**config.mk**
```make
export PLATFORM = sky130hd
export DESIGN_NAME = bcfg_top
export DESIGN_NICKNAME = d
export VERILOG_FILES = /design/src/rtl/bcfg_pkg.sv /design/src/rtl/bcfg_mode_latch.sv /design/src/rtl/bcfg_width_bank.sv /design/src/rtl/bcfg_addr_decode.sv /design/src/rtl/bcfg_top.sv
export SDC_FILE = /design/constraint.sdc
export NUM_CORES = 1
export LEC_CHECK = 0
export BUFFER_PORTS_ARGS = -buffer_cell sky130_fd_sc_hd__buf_4
export CAP_MARGIN = 20
export CORE_ASPECT_RATIO = 1.2
export CORE_MARGIN = 2
export CORE_UTILIZATION = 43
export DETAILED_ROUTE_END_ITERATION = 10
export HOLD_SLACK_MARGIN = 0.12
export PLACE_DENSITY = 0.82
export RECOVER_POWER = 100
export SYNTH_ARGS = -nofsm -noshare
export SYNTH_HDL_FRONTEND = slang
export SYNTH_SLANG_ARGS = --single-unit
```
**constraint.sdc**
```tcl
create_clock -name clk -period 1.36 [get_ports clk]
set_input_delay 0.136 -clock clk [delete_from_list [all_inputs] [get_ports clk]]
set_output_delay 0.136 -clock clk [all_outputs]
set_load 0.03 [all_outputs]
```
**src/rtl/bcfg_pkg.sv**
```systemverilog
package bcfg_pkg;

   typedef enum logic [1:0] {
      BW_8    = 2'b00,
      BW_16   = 2'b01,
      BW_32   = 2'b10,
      BW_RSVD = 2'b11
   } bus_width_e;

   typedef struct packed {
      logic single_chip;
      logic rom_en;
      logic wide_init;
   } boot_mode_t;

   // Width loaded at reset: the pair is chosen by the build, the member by the strap.
   function automatic bus_width_e reset_width(input logic wide_strap, input logic wide_pair);
      if (wide_pair)
         return wide_strap ? BW_32 : BW_16;
      else
         return wide_strap ? BW_16 : BW_8;
   endfunction

endpackage

```
**src/rtl/bcfg_mode_latch.sv**
```systemverilog
module bcfg_mode_latch
   import bcfg_pkg::*;
(
   input  logic       clk,
   input  logic       por_n,
   input  boot_mode_t straps,
   output boot_mode_t mode_q,
   output logic       captured_q,
   output logic       capture_now
);

   // Capture happens on the single edge where captured_q is still low.
   assign capture_now = ~captured_q;

   always_ff @(posedge clk or negedge por_n) begin
      if (!por_n) begin
         captured_q <= 1'b0;
         mode_q     <= '0;
      end else if (capture_now) begin
         captured_q <= 1'b1;
         mode_q     <= straps;
      end
   end

endmodule

```
**src/rtl/bcfg_width_bank.sv**
```systemverilog
module bcfg_width_bank
   import bcfg_pkg::*;
#(
   parameter int NUM_AREAS = 8,
   parameter int AREA_W    = 3,
   parameter bit WIDE_PAIR = 1'b0,
   localparam int FIELD_W  = 2,
   localparam int FLAT_W   = NUM_AREAS * FIELD_W
)(
   input  logic              clk,
   input  logic              por_n,
   input  logic              load_init,
   input  logic              wide_strap,
   input  logic              rom_en,
   input  logic              wr_en,
   input  logic [AREA_W-1:0] wr_area,
   input  logic [FIELD_W-1:0] wr_code,
   input  logic [AREA_W-1:0] dec_area,
   output logic [FIELD_W-1:0] rd_code,
   output logic [FIELD_W-1:0] dec_code,
   output logic [FLAT_W-1:0] widths_flat
);

   bus_width_e init_code;
   logic       code_legal;
   logic       wr_live;

   assign init_code  = reset_width(wide_strap, WIDE_PAIR);
   assign code_legal = (wr_code != BW_RSVD);
   assign wr_live    = wr_en & code_legal & ~load_init;

   bus_width_e field_q [NUM_AREAS];

   for (genvar g = 0; g < NUM_AREAS; g++) begin : g_area
      logic hit;
      logic accept;

      assign hit = wr_live && (wr_area == AREA_W'(g));

      if (g == 0) begin : g_boot_lock
         // The boot area is frozen when it is the boot device (ROM off).
         assign accept = hit & rom_en;
      end else begin : g_open
         assign accept = hit;
      end

      always_ff @(posedge clk or negedge por_n) begin
         if (!por_n)
            field_q[g] <= BW_8;
         else if (load_init)
            field_q[g] <= init_code;
         else if (accept)
            field_q[g] <= bus_width_e'(wr_code);
      end

      assign widths_flat[g*FIELD_W +: FIELD_W] = field_q[g];
   end

   assign rd_code  = field_q[wr_area];
   assign dec_code = field_q[dec_area];

endmodule

```
**src/rtl/bcfg_addr_decode.sv**
```systemverilog
module bcfg_addr_decode #(
   parameter int ADDR_W   = 29,
   parameter int AREA_LSB = 26,
   parameter int AREA_W   = 3,
   parameter int HALF_BIT = 25
)(
   input  logic [ADDR_W-1:0] addr,
   input  logic              rom_en,
   input  logic              single_chip,
   output logic [AREA_W-1:0] area,
   output logic              to_rom,
   output logic              to_ext
);

   logic boot_area;
   logic lower_half;
   logic unused_addr;

   assign area       = addr[AREA_LSB +: AREA_W];
   assign boot_area  = (area == '0);
   assign lower_half = ~addr[HALF_BIT];
   assign unused_addr = ^addr;

   always_comb begin
      to_rom = rom_en & boot_area & lower_half;
      to_ext = ~single_chip & ~to_rom;
   end

endmodule

```
**src/rtl/bcfg_top.sv**
```systemverilog
module bcfg_top
   import bcfg_pkg::*;
#(
   parameter int ADDR_W    = 29,
   parameter int AREA_W    = 3,
   parameter int AREA_LSB  = 26,
   parameter int HALF_BIT  = 25,
   parameter bit WIDE_PAIR = 1'b0,
   localparam int NUM_AREAS = 1 << AREA_W,
   localparam int FIELD_W   = 2,
   localparam int FLAT_W    = NUM_AREAS * FIELD_W
)(
   input  logic              clk,
   input  logic              por_n,
   input  logic              strap_single,
   input  logic              strap_rom,
   input  logic              strap_wide,
   input  logic [ADDR_W-1:0] acc_addr,
   output logic [AREA_W-1:0] acc_area,
   output logic              acc_rom,
   output logic              acc_ext,
   output logic [1:0]        acc_width,
   input  logic              cfg_we,
   input  logic [AREA_W-1:0] cfg_area,
   input  logic [1:0]        cfg_wdata,
   output logic [1:0]        cfg_rdata,
   output logic              bus_standby,
   output logic              pins_as_port
);

   if (AREA_LSB + AREA_W > ADDR_W) begin : g_bad_area_slice
      $error("area field runs past the address width");
   end
   if (HALF_BIT >= AREA_LSB) begin : g_bad_half_bit
      $error("half-select bit must sit below the area field");
   end
   if (AREA_W < 1 || AREA_W > 4) begin : g_bad_area_count
      $error("area count out of supported range");
   end

   boot_mode_t         straps;
   boot_mode_t         mode_q;
   logic               mode_done;
   logic               capture_now;
   logic [FLAT_W-1:0]  widths_flat;

   assign straps = '{single_chip: strap_single, rom_en: strap_rom, wide_init: strap_wide};

   bcfg_mode_latch u_latch (
      .clk         (clk),
      .por_n       (por_n),
      .straps      (straps),
      .mode_q      (mode_q),
      .captured_q  (mode_done),
      .capture_now (capture_now)
   );

   bcfg_addr_decode #(
      .ADDR_W   (ADDR_W),
      .AREA_LSB (AREA_LSB),
      .AREA_W   (AREA_W),
      .HALF_BIT (HALF_BIT)
   ) u_dec (
      .addr        (acc_addr),
      .rom_en      (mode_q.rom_en),
      .single_chip (mode_q.single_chip),
      .area        (acc_area),
      .to_rom      (acc_rom),
      .to_ext      (acc_ext)
   );

   bcfg_width_bank #(
      .NUM_AREAS (NUM_AREAS),
      .AREA_W    (AREA_W),
      .WIDE_PAIR (WIDE_PAIR)
   ) u_bank (
      .clk         (clk),
      .por_n       (por_n),
      .load_init   (capture_now),
      .wide_strap  (strap_wide),
      .rom_en      (mode_q.rom_en),
      .wr_en       (cfg_we),
      .wr_area     (cfg_area),
      .wr_code     (cfg_wdata),
      .dec_area    (acc_area),
      .rd_code     (cfg_rdata),
      .dec_code    (acc_width),
      .widths_flat (widths_flat)
   );

   assign bus_standby  = mode_q.single_chip;
   assign pins_as_port = mode_q.single_chip;

endmodule

```
==> metrics.json, run 1 <==
{
  "rsz0062_at_grt": "yes",
  "power.combinational.fraction_pct": 29.9,
  "worstPathCellList": "mux4_2, mux2_2, buf_6",
  "drt_wl_total_um": 3490,
  "setup_slack_ns": -0.452,
  "grt_first_pass_wirelength_um": 5660,
  "ff2ff_path_depth": 4,
  "clk_path_buf_depth": 2,
  "holdCritPathClass": "in2reg",
  "drt_iter0_drc": 45,
  "clock_tree.root_cell": "sky130_fd_sc_hd__clkbuf_4",
  "timing.max_cap.violations": 0,
  "synthDominantCellAreaShare_pct": 37.0,
  "worst_ir_drop_on_vdd_uv": 492,
  "syn-num-nets": 154,
  "post_route_cells_drive_above_1_share_pct": 50.7,
  "hold_violation_count_in_the_final_report": 0,
  "synthesized_cell_area_mm2": 0.00128,
  "clk_latency_ns": 0.30,
  "route.antenna.remaining_nets": 0,
  "cts.htree.levels": 1,
  "failed_checks": "negative setup slack",
  "fmax_ghz": 0.552,
  "die_y_um": 63.9,
  "most-common-layout-cells": "sky130_fd_sc_hd__buf_4 (23), sky130_fd_sc_hd__dfrtp_1 (18), sky130_fd_sc_hd__mux2_2 (12), sky130_fd_sc_hd__a31oi_1 (9)",
  "synth_async_sr_flop_share_pct": 100,
  "initial_standard_cell_utilization_of_the_core_pct": 45.7,
  "global_route.usage.total_pct": 22.9,
  "globalRoute.totalOverflow": 0,
  "dieArea_mm2": 0.00344,
  "internal-power_mw": 0.914,
  "worstPathArrival_ns": 1.68,
  "floorplan.io_pins": 51,
  "number_of_antenna_violations_at_the_first_check_in_global_routing": 0,
  "vias_per_cell": 6.51,
  "fp.coreArea_mm2": 0.00281,
  "critical_path.max_stage_delay_ns": 0.52,
  "grt_start_max_net_pins": 20,
  "time_the_final_worst_path_needs_with_i_o_delays_and_setup_ns": 1.81,
  "synth.top_cells.by_area": "sky130_fd_sc_hd__dfrtp_1 (37%), sky130_fd_sc_hd__mux2_2 (11%), sky130_fd_sc_hd__mux4_2 (8.8%), sky130_fd_sc_hd__mux4_1 (6.1%), sky130_fd_sc_hd__a31o_2 (4.8%)",
  "timing.reg2reg.setup_slack_ns": -0.03,
  "r2r_start": "u_latch.captured_q$_DFF_PN0_",
  "sequentialPowerShare_pct": 48.5,
  "slowest_stage": "sky130_fd_sc_hd__mux4_2",
  "layout_commonest_cell": "sky130_fd_sc_hd__buf_4",
  "worst-setup-path-type": "reg2out",
  "cts_tree": "yes",
  "synth_area_leader_cell": "sky130_fd_sc_hd__dfrtp_1",
  "finalNetCount": 185,
  "iteration_count_of_the_initial_detailed_routing_pass": 5,
  "synth_cell_types": 27,
  "hpwlAfterDp_um": 2430,
  "power.switching_mw": 0.421,
  "synth_warnings": 0,
  "cts_inserted_buffers": 3,
  "critical_r2r_capture": "u_bank.widths_flat[15]$_DFFE_PN0P_",
  "timing.final.crit_share_pct": 133,
  "post_synth.cell_area_avg_um2": 11.3,
  "cp.required_ns": 1.22,
  "worst-path-max-fanout": 3,
  "report.final.setup_viol": 5,
  "pwr_density_cell_mw_per_mm2": 835,
  "tritoncts_num_sinks": 19,
  "power.clock.fraction_pct": 21.6,
  "p_leak_nw": 0.662,
  "synth_flop_cell": "sky130_fd_sc_hd__dfrtp_1",
  "synth_enable_flop_cells": 0,
  "clock-skew-final_ns": 0.00292,
  "critPathCaptureType": "primary output",
  "netSwitchingFraction_pct": 31.6,
  "route.vias.total": 1159,
  "place.gp.congestion": 0.864,
  "yosys_register_bits": 19,
  "detailedPlace.worstSlack_ns": -0.102,
  "area.growth.synth_to_final_pct": 24.4,
  "holdPathEnd": "u_bank.widths_flat[3]$_DFFE_PN0P_",
  "wire_per_inst_um": 19.6,
  "placement.io_buffers": 25,
  "clkSlewWorstSetupHoldPaths_ns": 0.10,
  "first_global_vias": 1183,
  "insertedDiodeCount": 0,
  "ys_seq_area_share_pct": 37.0,
  "drc": 0,
  "horizontal_extent_of_the_die_um": 53.9,
  "outcome": "complete, but fails checks",
  "worst_hold_path.num_cells": 3,
  "drv_slew": 0,
  "fp-row-count": 21,
  "syn-instance-count": 114,
  "worstHoldStart": "cfg_wdata[1]",
  "start_kind": "flip-flop",
  "finalPower_mw": 1.33
}
-- cell type report --
cell class                      instances  area (um2)
Fill cell                             229        1210
Timing Repair Buffer                   40         322
Multi-Input combinational cell         71         694
Inverter                               10        37.5
Sequential cell                        19         477
Tap cell                               34        42.5
Clock buffer                            4        26.3
-- metrics by stage --
stage	cell area [um2]	setup TNS, ns	util, %	hold slack (ns)	cells
after global placement	1550	-0.0942	55.1	0.0215	169
after floorplan	1310	0	-	-0.160	114
final	1600	-1.38	56.9	0.166	178
after CTS	1620	-1.35	57.7	0.150	176
after detailed placement	1550	-0.217	55.1	0.0244	169
after global routing	1600	-1.85	56.9	0.159	178
-- Yosys cell counts, types with 2 or more instances --
master,count
sky130_fd_sc_hd__a31o_2,7
sky130_fd_sc_hd__mux2_2,13
sky130_fd_sc_hd__nand4_1,7
sky130_fd_sc_hd__inv_1,10
sky130_fd_sc_hd__and3b_1,3
sky130_fd_sc_hd__o21ai_0,2
sky130_fd_sc_hd__nor3b_2,2
sky130_fd_sc_hd__buf_2,4
sky130_fd_sc_hd__mux4_2,5
sky130_fd_sc_hd__buf_6,2
sky130_fd_sc_hd__mux4_1,3
sky130_fd_sc_hd__dfrtp_1,19
sky130_fd_sc_hd__a21oi_1,7
sky130_fd_sc_hd__nand2_1,3
sky130_fd_sc_hd__buf_4,7
sky130_fd_sc_hd__a31oi_1,9
-- logic make-up after synthesis --
logic type	count (synthesis)	synth area share [%]
AOI/OAI and AO/OA	26	13.2
buffers and inverters	24	10.7
DFF	19	37.0
muxes	21	26.3
other	1	0.292
and+or+nand+nor	23	12.5
-- worst max-delay path by stage --
stage                                  startpoint            to  slack, ns  cells after the start
2_1_floorplan  u_bank.widths_flat[10]$_DFFE_PN0P_  cfg_rdata[0]       0.04                      2
3_3_place_gp   u_bank.widths_flat[10]$_DFFE_PN0P_  cfg_rdata[0]      -0.06                      3
3_5_place_dp   u_bank.widths_flat[10]$_DFFE_PN0P_  cfg_rdata[0]      -0.10                      3
4_1_cts         u_bank.widths_flat[6]$_DFFE_PN0P_  acc_width[0]      -0.42                      3
5_1_grt         u_bank.widths_flat[4]$_DFFE_PN0P_  acc_width[0]      -0.50                      3
6_report        u_bank.widths_flat[6]$_DFFE_PN0P_  acc_width[0]      -0.45                      3
-- power by group through the flow --
stage	clock network, mW	logic [mW]	registers (mW)
after floorplan	0	0.246	0.642
after global placement	0	0.372	0.643
after detailed placement	0	0.383	0.650
after CTS	0.299	0.407	0.640
after global routing	0.325	0.426	0.650
final	0.288	0.400	0.647
-- registers in the layout, summed over array words and instances, names as in the netlist --
name and count:
u_bank.widths_flat 16, u_latch.captured_q 1, u_latch.mode_q 2
-- worst max-delay path, delay by kind of cell, from the launching register on --
kind                   cells  cell delay, ns
muxes                      2            0.81
DFF                        1            0.43
buffers and inverters      1            0.14
-- per-layer routing --
layer | wire length (um) | part of all wire (%) | GRT usage (%) | vias to the layer above
met5 | 0 | 0 | 0 | -
met4 | 302 | 8.7 | 20.2 | 0
met3 | 326 | 9.3 | 3.97 | 27
met2 | 1720 | 49 | 34.1 | 86
met1 | 1140 | 33 | 27.2 | 558
li1 | - | - | - | 488
-- timing repair --
| action | CTS | global route |
|---|---|---|
| endpoints found under the hold margin | 21 | 0 |
| hold buffers | 3 | 0 |
| setup endpoints to repair | 5 | 13 |
| resized for setup | 12 | 1 |
| pin swaps | 2 | 0 |
| buffers inserted | 0 | 2 |
(Power assumes the default switching activity.)
==> run 2, diff against run 1 <==
CORE_UTILIZATION = 52   (was 43)
PLACE_DENSITY = 0.92   (was 0.82)
clock period = 2.15 ns   (was 1.36 ns; I/O delays follow)
==> run 2 against run 1 <==
The flow now finishes without violations. Largest power group unchanged. Design area down 12%. Sequential power down 38%. Setup slack better by 0.71 ns. Cell count down 9.6%. Register-to-register slack better by 0.55 ns. Global-route usage down 1.9 points. Flip-flop and latch count unchanged. Via count down 13%. Critical path depth unchanged. Clock-buffer cell count unchanged. Worst hold slack worse by 0.023 ns.
==> metrics.json, run 2 (same netlist as run 1, synthesis figures left out) <==
{
  "n_fill_cell": 214,
  "worstPathArrival_ns": 1.68,
  "final.setup.tns_ns": 0,
  "hpwlAfterDp_um": 2090,
  "placement.io_buffers": 25,
  "hold_violation_count_in_the_final_report": 0,
  "place.gp.congestion": 0.877,
  "grt_start_max_net_pins": 20,
  "drt_wl_total_um": 2810,
  "horizontal_extent_of_the_die_um": 49.4,
  "global_route.usage.total_pct": 21.0,
  "worst_pin_slew_ns": 1.02,
  "worstHoldStart": "strap_single",
  "cts_inserted_buffers": 3,
  "global_route.usage.met3_pct": 3.05,
  "slew_headroom_pct": 32.2,
  "globalRoute.totalOverflow": 0,
  "footprint_of_the_flip_flops_and_latches_um2": 475,
  "initial_standard_cell_utilization_of_the_core_pct": 55.2,
  "route.vias.total": 1009,
  "cp.required_ns": 1.93,
  "drt_iter0_drc": 41,
  "busiest_layer": "met2",
  "report.final.setup_viol": 0,
  "clock_tree.root_cell": "sky130_fd_sc_hd__clkbuf_4",
  "setup_slack_ns": 0.255,
  "insertedDiodeCount": 0,
  "cts_tree": "yes",
  "critical_path.max_stage_delay_ns": 0.51,
  "clk_path_buf_depth": 2,
  "placed_cells_incl_taps": 156,
  "cts_hold_buf": 1,
  "cells_resized_by_post_cts_repair": 0,
  "tritoncts_num_sinks": 19,
  "worstPathCellList": "mux4_1, mux2_2, clkbuf_2",
  "wire_per_inst_um": 17.5,
  "floorplan.io_pins": 51,
  "timing.critical_path.max_delay_family": "multiplexers",
  "iteration_count_of_the_initial_detailed_routing_pass": 4,
  "die_y_um": 58.5,
  "fp.coreArea_mm2": 0.00233,
  "multi_input_comb_area_um2": 672,
  "worst_setup_path_startpoint": "u_bank.widths_flat[10]$_DFFE_PN0P_",
  "time_the_final_worst_path_needs_with_i_o_delays_and_setup_ns": 1.89,
  "r2r_start": "u_latch.captured_q$_DFF_PN0_",
  "most-common-layout-cells": "sky130_fd_sc_hd__dfrtp_1 (19), sky130_fd_sc_hd__mux2_2 (13), sky130_fd_sc_hd__buf_4 (13), sky130_fd_sc_hd__clkbuf_1 (12), sky130_fd_sc_hd__inv_1 (10)",
  "timing.critical_path.buf_inv": 1,
  "rsz0062_at_grt": "no",
  "timing.final.crit_share_pct": 88.1,
  "start_kind": "flip-flop",
  "grt_first_pass_wirelength_um": 4690,
  "grt_use_met1_pct": 27.0,
  "drc": 0,
  "clk_latency_ns": 0.30,
  "worst-path-max-fanout": 3,
  "fp-row-count": 19,
  "cts_post_setup_buffers_inserted": 0,
  "route.antenna.remaining_nets": 0,
  "number_of_antenna_violations_at_the_first_check_in_global_routing": 0,
  "worst-setup-path-type": "reg2out",
  "slowest_stage": "sky130_fd_sc_hd__mux4_1",
  "cts.htree.levels": 1,
  "first_global_vias": 1001,
  "area.growth.synth_to_final_pct": 9.25,
  "critPathCaptureType": "primary output",
  "layout_commonest_cell": "sky130_fd_sc_hd__dfrtp_1",
  "drv_slew": 0,
  "worst_ir_drop_on_vdd_uv": 386,
  "pwr_density_cell_mw_per_mm2": 562,
  "grt.met2_usage_pct": 38.2,
  "outcome": "finished clean",
  "finalNetCount": 171,
  "timing.max_cap.violations": 0,
  "largest_reg_flops": 16,
  "clkSlewWorstSetupHoldPaths_ns": 0.11,
  "p_leak_nw": 0.561,
  "post_route_cells_drive_above_1_share_pct": 33.8,
  "clock-skew-final_ns": 0.00129,
  "dieArea_mm2": 0.00289,
  "fmax_ghz": 0.528,
  "vias_per_cell": 6.27,
  "finish.cell_count_without_fillers": 161,
  "holdCritPathClass": "in2reg",
  "detailedPlace.worstSlack_ns": 0.520,
  "final.hold.worst_slack_ns": 0.142
}
run 2: power breakdown:
part / total, mW / switching, mW / internal [mW]
Clock: 0.184 / 0.112 / 0.0723
Combinational: 0.202 / 0.114 / 0.0881
Sequential: 0.403 / 0.0202 / 0.383
Total: 0.789 / 0.246 / 0.543
run 2: per-layer routing:
metal,share of wire (%),routed length (um)
met1,39,1110
met2,52,1470
met3,8.0,225
met4,0.39,11
met5,0,0
run 2: worst paths after layout:
check | to | slack, ns | cells after the start
hold / removal | u_latch.mode_q[2]$_DFFE_PN0N_ | 0.14 | 2
max in group asynchronous | u_bank.widths_flat[12]$_DFFE_PN0P_ | 0.95 | 2
min in group asynchronous | u_bank.widths_flat[9]$_DFFE_PN0P_ | 0.59 | 2
setup / recovery | cfg_rdata[0] | 0.26 | 3
setup reg to reg | u_bank.widths_flat[15]$_DFFE_PN0P_ | 0.52 | 3
hold reg to reg | u_bank.widths_flat[2]$_DFFE_PN0P_ | 0.55 | 1
run 2: stage by stage:
stage,util (%),cell area [um2],power (mW)
5_1_grt,60.3,1400,0.826
2_1_floorplan,-,1280,0.559
4_1_cts,62.1,1450,0.806
3_3_place_gp,60.6,1410,0.615
6_report,60.3,1400,0.789
3_5_place_dp,60.6,1410,0.627
run 2: area by class of cell:
| class | instances | area share [%] |
|---|---|---|
| inverter | 10 | 2.67 |
| clock buffer | 4 | 1.87 |
| tap | 31 | 2.76 |
| timing repair buffer | 26 | 11.0 |
| sequential | 19 | 33.9 |
| multi-input combinational | 71 | 47.9 |
==> run 3, diff against run 2 <==
ABC_AREA = 1   (was unset)
CORE_UTILIZATION = 51   (was 52)
PLACE_DENSITY = 0.91   (was 0.92)
==> run 3 against run 2 <==
Combinational power increased by 8%. Non-clock buffer count increased by 1. Worst hold slack got worse by 0.0037 ns. Design area increased by 2.2%. Fmax increased by 16%. Largest cell class unchanged. Highest routed layer unchanged.
==> metrics.json, run 3 <==
{
  "power.combinational.fraction_pct": 26.7,
  "timing.final.crit_share_pct": 75.9,
  "worst_ir_drop_on_vdd_uv": 407,
  "n_fill_cell": 258,
  "drc": 0,
  "cp.required_ns": 1.93,
  "global_route.usage.total_pct": 20.0,
  "synth_area_leader_cell": "sky130_fd_sc_hd__nand2_1",
  "largest_reg_flops": 16,
  "worst_hold_path.num_cells": 2,
  "route.antenna.remaining_nets": 0,
  "tritoncts_num_sinks": 19,
  "initial_standard_cell_utilization_of_the_core_pct": 54.7,
  "most_instantiated_library_cell_after_synthesis": "sky130_fd_sc_hd__nand2_1",
  "globalRoute.totalOverflow": 0,
  "fmax_ghz": 0.613,
  "insertedDiodeCount": 0,
  "placement.io_buffers": 25,
  "timing.reg2reg.setup_slack_ns": 0.69,
  "finalPower_mw": 0.821,
  "worstPathArrival_ns": 1.42,
  "synth_warnings": 0,
  "layout_commonest_cell": "sky130_fd_sc_hd__nand2_1",
  "p_leak_nw": 0.848,
  "finalNetCount": 274,
  "finish.cell_count_without_fillers": 264,
  "cts.htree.levels": 1,
  "route.vias.total": 1288,
  "hpwlAfterDp_um": 1970,
  "area.growth.synth_to_final_pct": 12.6,
  "clk_latency_ns": 0.30,
  "r2r_start": "u_latch.captured_q$_DFF_PN0_",
  "time_the_final_worst_path_needs_with_i_o_delays_and_setup_ns": 1.63,
  "placed_cells_incl_taps": 259,
  "drt_iter0_drc": 51,
  "outcome": "finished clean",
  "vias_per_cell": 4.88,
  "floorplan.io_pins": 51,
  "synthesized_cell_area_mm2": 0.00127,
  "synthDominantCellAreaShare_pct": 37.7,
  "yosys_register_bits": 19,
  "cts_inserted_buffers": 3,
  "ff2ff_path_depth": 6,
  "synth.top_cells.by_area": "sky130_fd_sc_hd__nand2_1 (38%), sky130_fd_sc_hd__dfrtp_1 (37%), sky130_fd_sc_hd__nand3_1 (7.9%), sky130_fd_sc_hd__inv_1 (4.4%), sky130_fd_sc_hd__buf_4 (2.9%)",
  "post_synth.cell_area_avg_um2": 6.04,
  "syn-instance-count": 211,
  "slew_headroom_pct": 33.3,
  "ys_seq_area_share_pct": 37.3,
  "clock-skew-final_ns": 0.00648,
  "critPathCaptureType": "primary output",
  "most-common-layout-cells": "sky130_fd_sc_hd__nand2_1 (128), sky130_fd_sc_hd__nand3_1 (20), sky130_fd_sc_hd__dfrtp_1 (19), sky130_fd_sc_hd__inv_1 (15), sky130_fd_sc_hd__buf_4 (14)",
  "grt_first_pass_wirelength_um": 4460,
  "power.clock.fraction_pct": 22.3,
  "first_global_vias": 1032,
  "number_of_antenna_violations_at_the_first_check_in_global_routing": 0,
  "synth_enable_flop_cells": 0,
  "wire_per_inst_um": 10.1,
  "worst_pin_slew_ns": 1.00,
  "start_kind": "flip-flop",
  "clock_tree.root_cell": "sky130_fd_sc_hd__clkbuf_4",
  "report.final.setup_viol": 0,
  "syn-num-nets": 251,
  "synth_async_sr_flop_share_pct": 100,
  "holdCritPathClass": "in2reg",
  "fp.coreArea_mm2": 0.00233,
  "rsz0062_at_grt": "no",
  "worstHoldStart": "strap_rom",
  "synth_cell_types": 14,
  "internal-power_mw": 0.536,
  "dieArea_mm2": 0.00292,
  "hold_violation_count_in_the_final_report": 0,
  "clkSlewWorstSetupHoldPaths_ns": 0.10,
  "worst-path-max-fanout": 2,
  "drt_wl_total_um": 2680,
  "cells_resized_by_post_cts_repair": 0,
  "netSwitchingFraction_pct": 34.6,
  "clk_path_buf_depth": 2,
  "holdPathEnd": "u_latch.mode_q[1]$_DFFE_PN0N_",
  "power.switching_mw": 0.284,
  "utilization_pct": 61.6,
  "grt_start_max_net_pins": 27,
  "pwr_density_cell_mw_per_mm2": 572,
  "timing.max_cap.violations": 0,
  "drv_slew": 0,
  "horizontal_extent_of_the_die_um": 49.6,
  "place.gp.congestion": 0.823,
  "sequentialPowerShare_pct": 51.0,
  "fp-row-count": 19,
  "most_instantiated_cells_after_synthesis": "sky130_fd_sc_hd__nand2_1 (128), sky130_fd_sc_hd__nand3_1 (20), sky130_fd_sc_hd__dfrtp_1 (19)",
  "synth_flop_cell": "sky130_fd_sc_hd__dfrtp_1",
  "worst-setup-path-type": "reg2out",
  "iteration_count_of_the_initial_detailed_routing_pass": 4,
  "cts_tree": "yes",
  "post_route_cells_drive_above_1_share_pct": 8.58,
  "final.setup.tns_ns": 0,
  "die_y_um": 58.8,
  "critical_r2r_capture": "u_bank.widths_flat[2]$_DFFE_PN0P_"
}
-- run 3: logic make-up after synthesis --
group	Yosys count	share of synthesized area [%]
multiplexers	2	1.77
other	1	0.294
AO/OA/AOI/OAI	4	1.57
AND/OR/NAND/NOR	160	49.9
flip-flops	19	37.3
buffers and inverters	25	9.22
-- run 3: critical path, cell delays in order (launching register included) --
cell and delay [ns]:
sky130_fd_sc_hd__dfrtp_1 0.37, sky130_fd_sc_hd__inv_1 0.06, sky130_fd_sc_hd__o21ai_0 0.14, sky130_fd_sc_hd__nand2_1 0.07, sky130_fd_sc_hd__nand2_1 0.06, sky130_fd_sc_hd__nand2_1 0.04, sky130_fd_sc_hd__nand2_1 0.07, sky130_fd_sc_hd__clkbuf_1 0.31
-- run 3: how the worst max path moves through the flow --
| stage | startpoint | cells after the start | slack (ns) | end |
|---|---|---|---|---|
| after global placement | cfg_area[0] | 9 | 0.87 | cfg_rdata[0] |
| final | u_bank.widths_flat[1]$_DFFE_PN0P_ | 7 | 0.52 | cfg_rdata[1] |
| after floorplan | acc_addr[26] | 5 | 0.60 | acc_ext |
| after CTS | u_bank.widths_flat[1]$_DFFE_PN0P_ | 7 | 0.65 | cfg_rdata[1] |
| after global routing | u_bank.widths_flat[4]$_DFFE_PN0P_ | 7 | 0.42 | cfg_rdata[0] |
| after detailed placement | cfg_area[0] | 9 | 0.86 | cfg_rdata[0] |
-- run 3: power groups by stage --
stage / combinational, mW / clock, mW / sequential [mW]
final: 0.219 / 0.183 / 0.419
after global routing: 0.250 / 0.202 / 0.423
after CTS: 0.239 / 0.186 / 0.418
after detailed placement: 0.236 / 0 / 0.425
after global placement: 0.234 / 0 / 0.425
after floorplan: 0.163 / 0 / 0.418
-- run 3: metrics by stage --
stage / setup WS (ns) / cell area, um2 / hold WS [ns]
floorplan: 0.598 / 1270 / -0.0806
global placement: 0.866 / 1450 / 0.101
detailed placement: 0.861 / 1450 / 0.0988
CTS: 0.653 / 1490 / 0.135
global route: 0.424 / 1440 / 0.143
finish: 0.518 / 1440 / 0.138
-- run 3: final cells by class --
cell class	count	area [um2]	share of cell area (%)
Timing Repair Buffer	27	160	11.2
Sequential cell	19	475	33.1
Tap cell	31	38.8	2.70
Multi-Input combinational cell	167	674	47.0
Inverter	16	60.1	4.18
Clock buffer	4	26.3	1.83
-- run 3: timing repair --
item                                    in CTS  in global routing
endpoints found under the setup margin       0                  0
setup buffers                                0                  0
hold buffers                                 1                  0
hold endpoints to repair                    19                  0
-- run 3: layer usage --
| layer | GRT usage [%] | up-vias | wire, um |
|---|---|---|---|
| li1 | - | 682 | - |
| met1 | 26.5 | 557 | 1180 |
| met2 | 33.0 | 45 | 1250 |
| met3 | 0.761 | 4 | 184 |
| met4 | 11.9 | 0 | 63 |
| met5 | 0 | - | 0 |
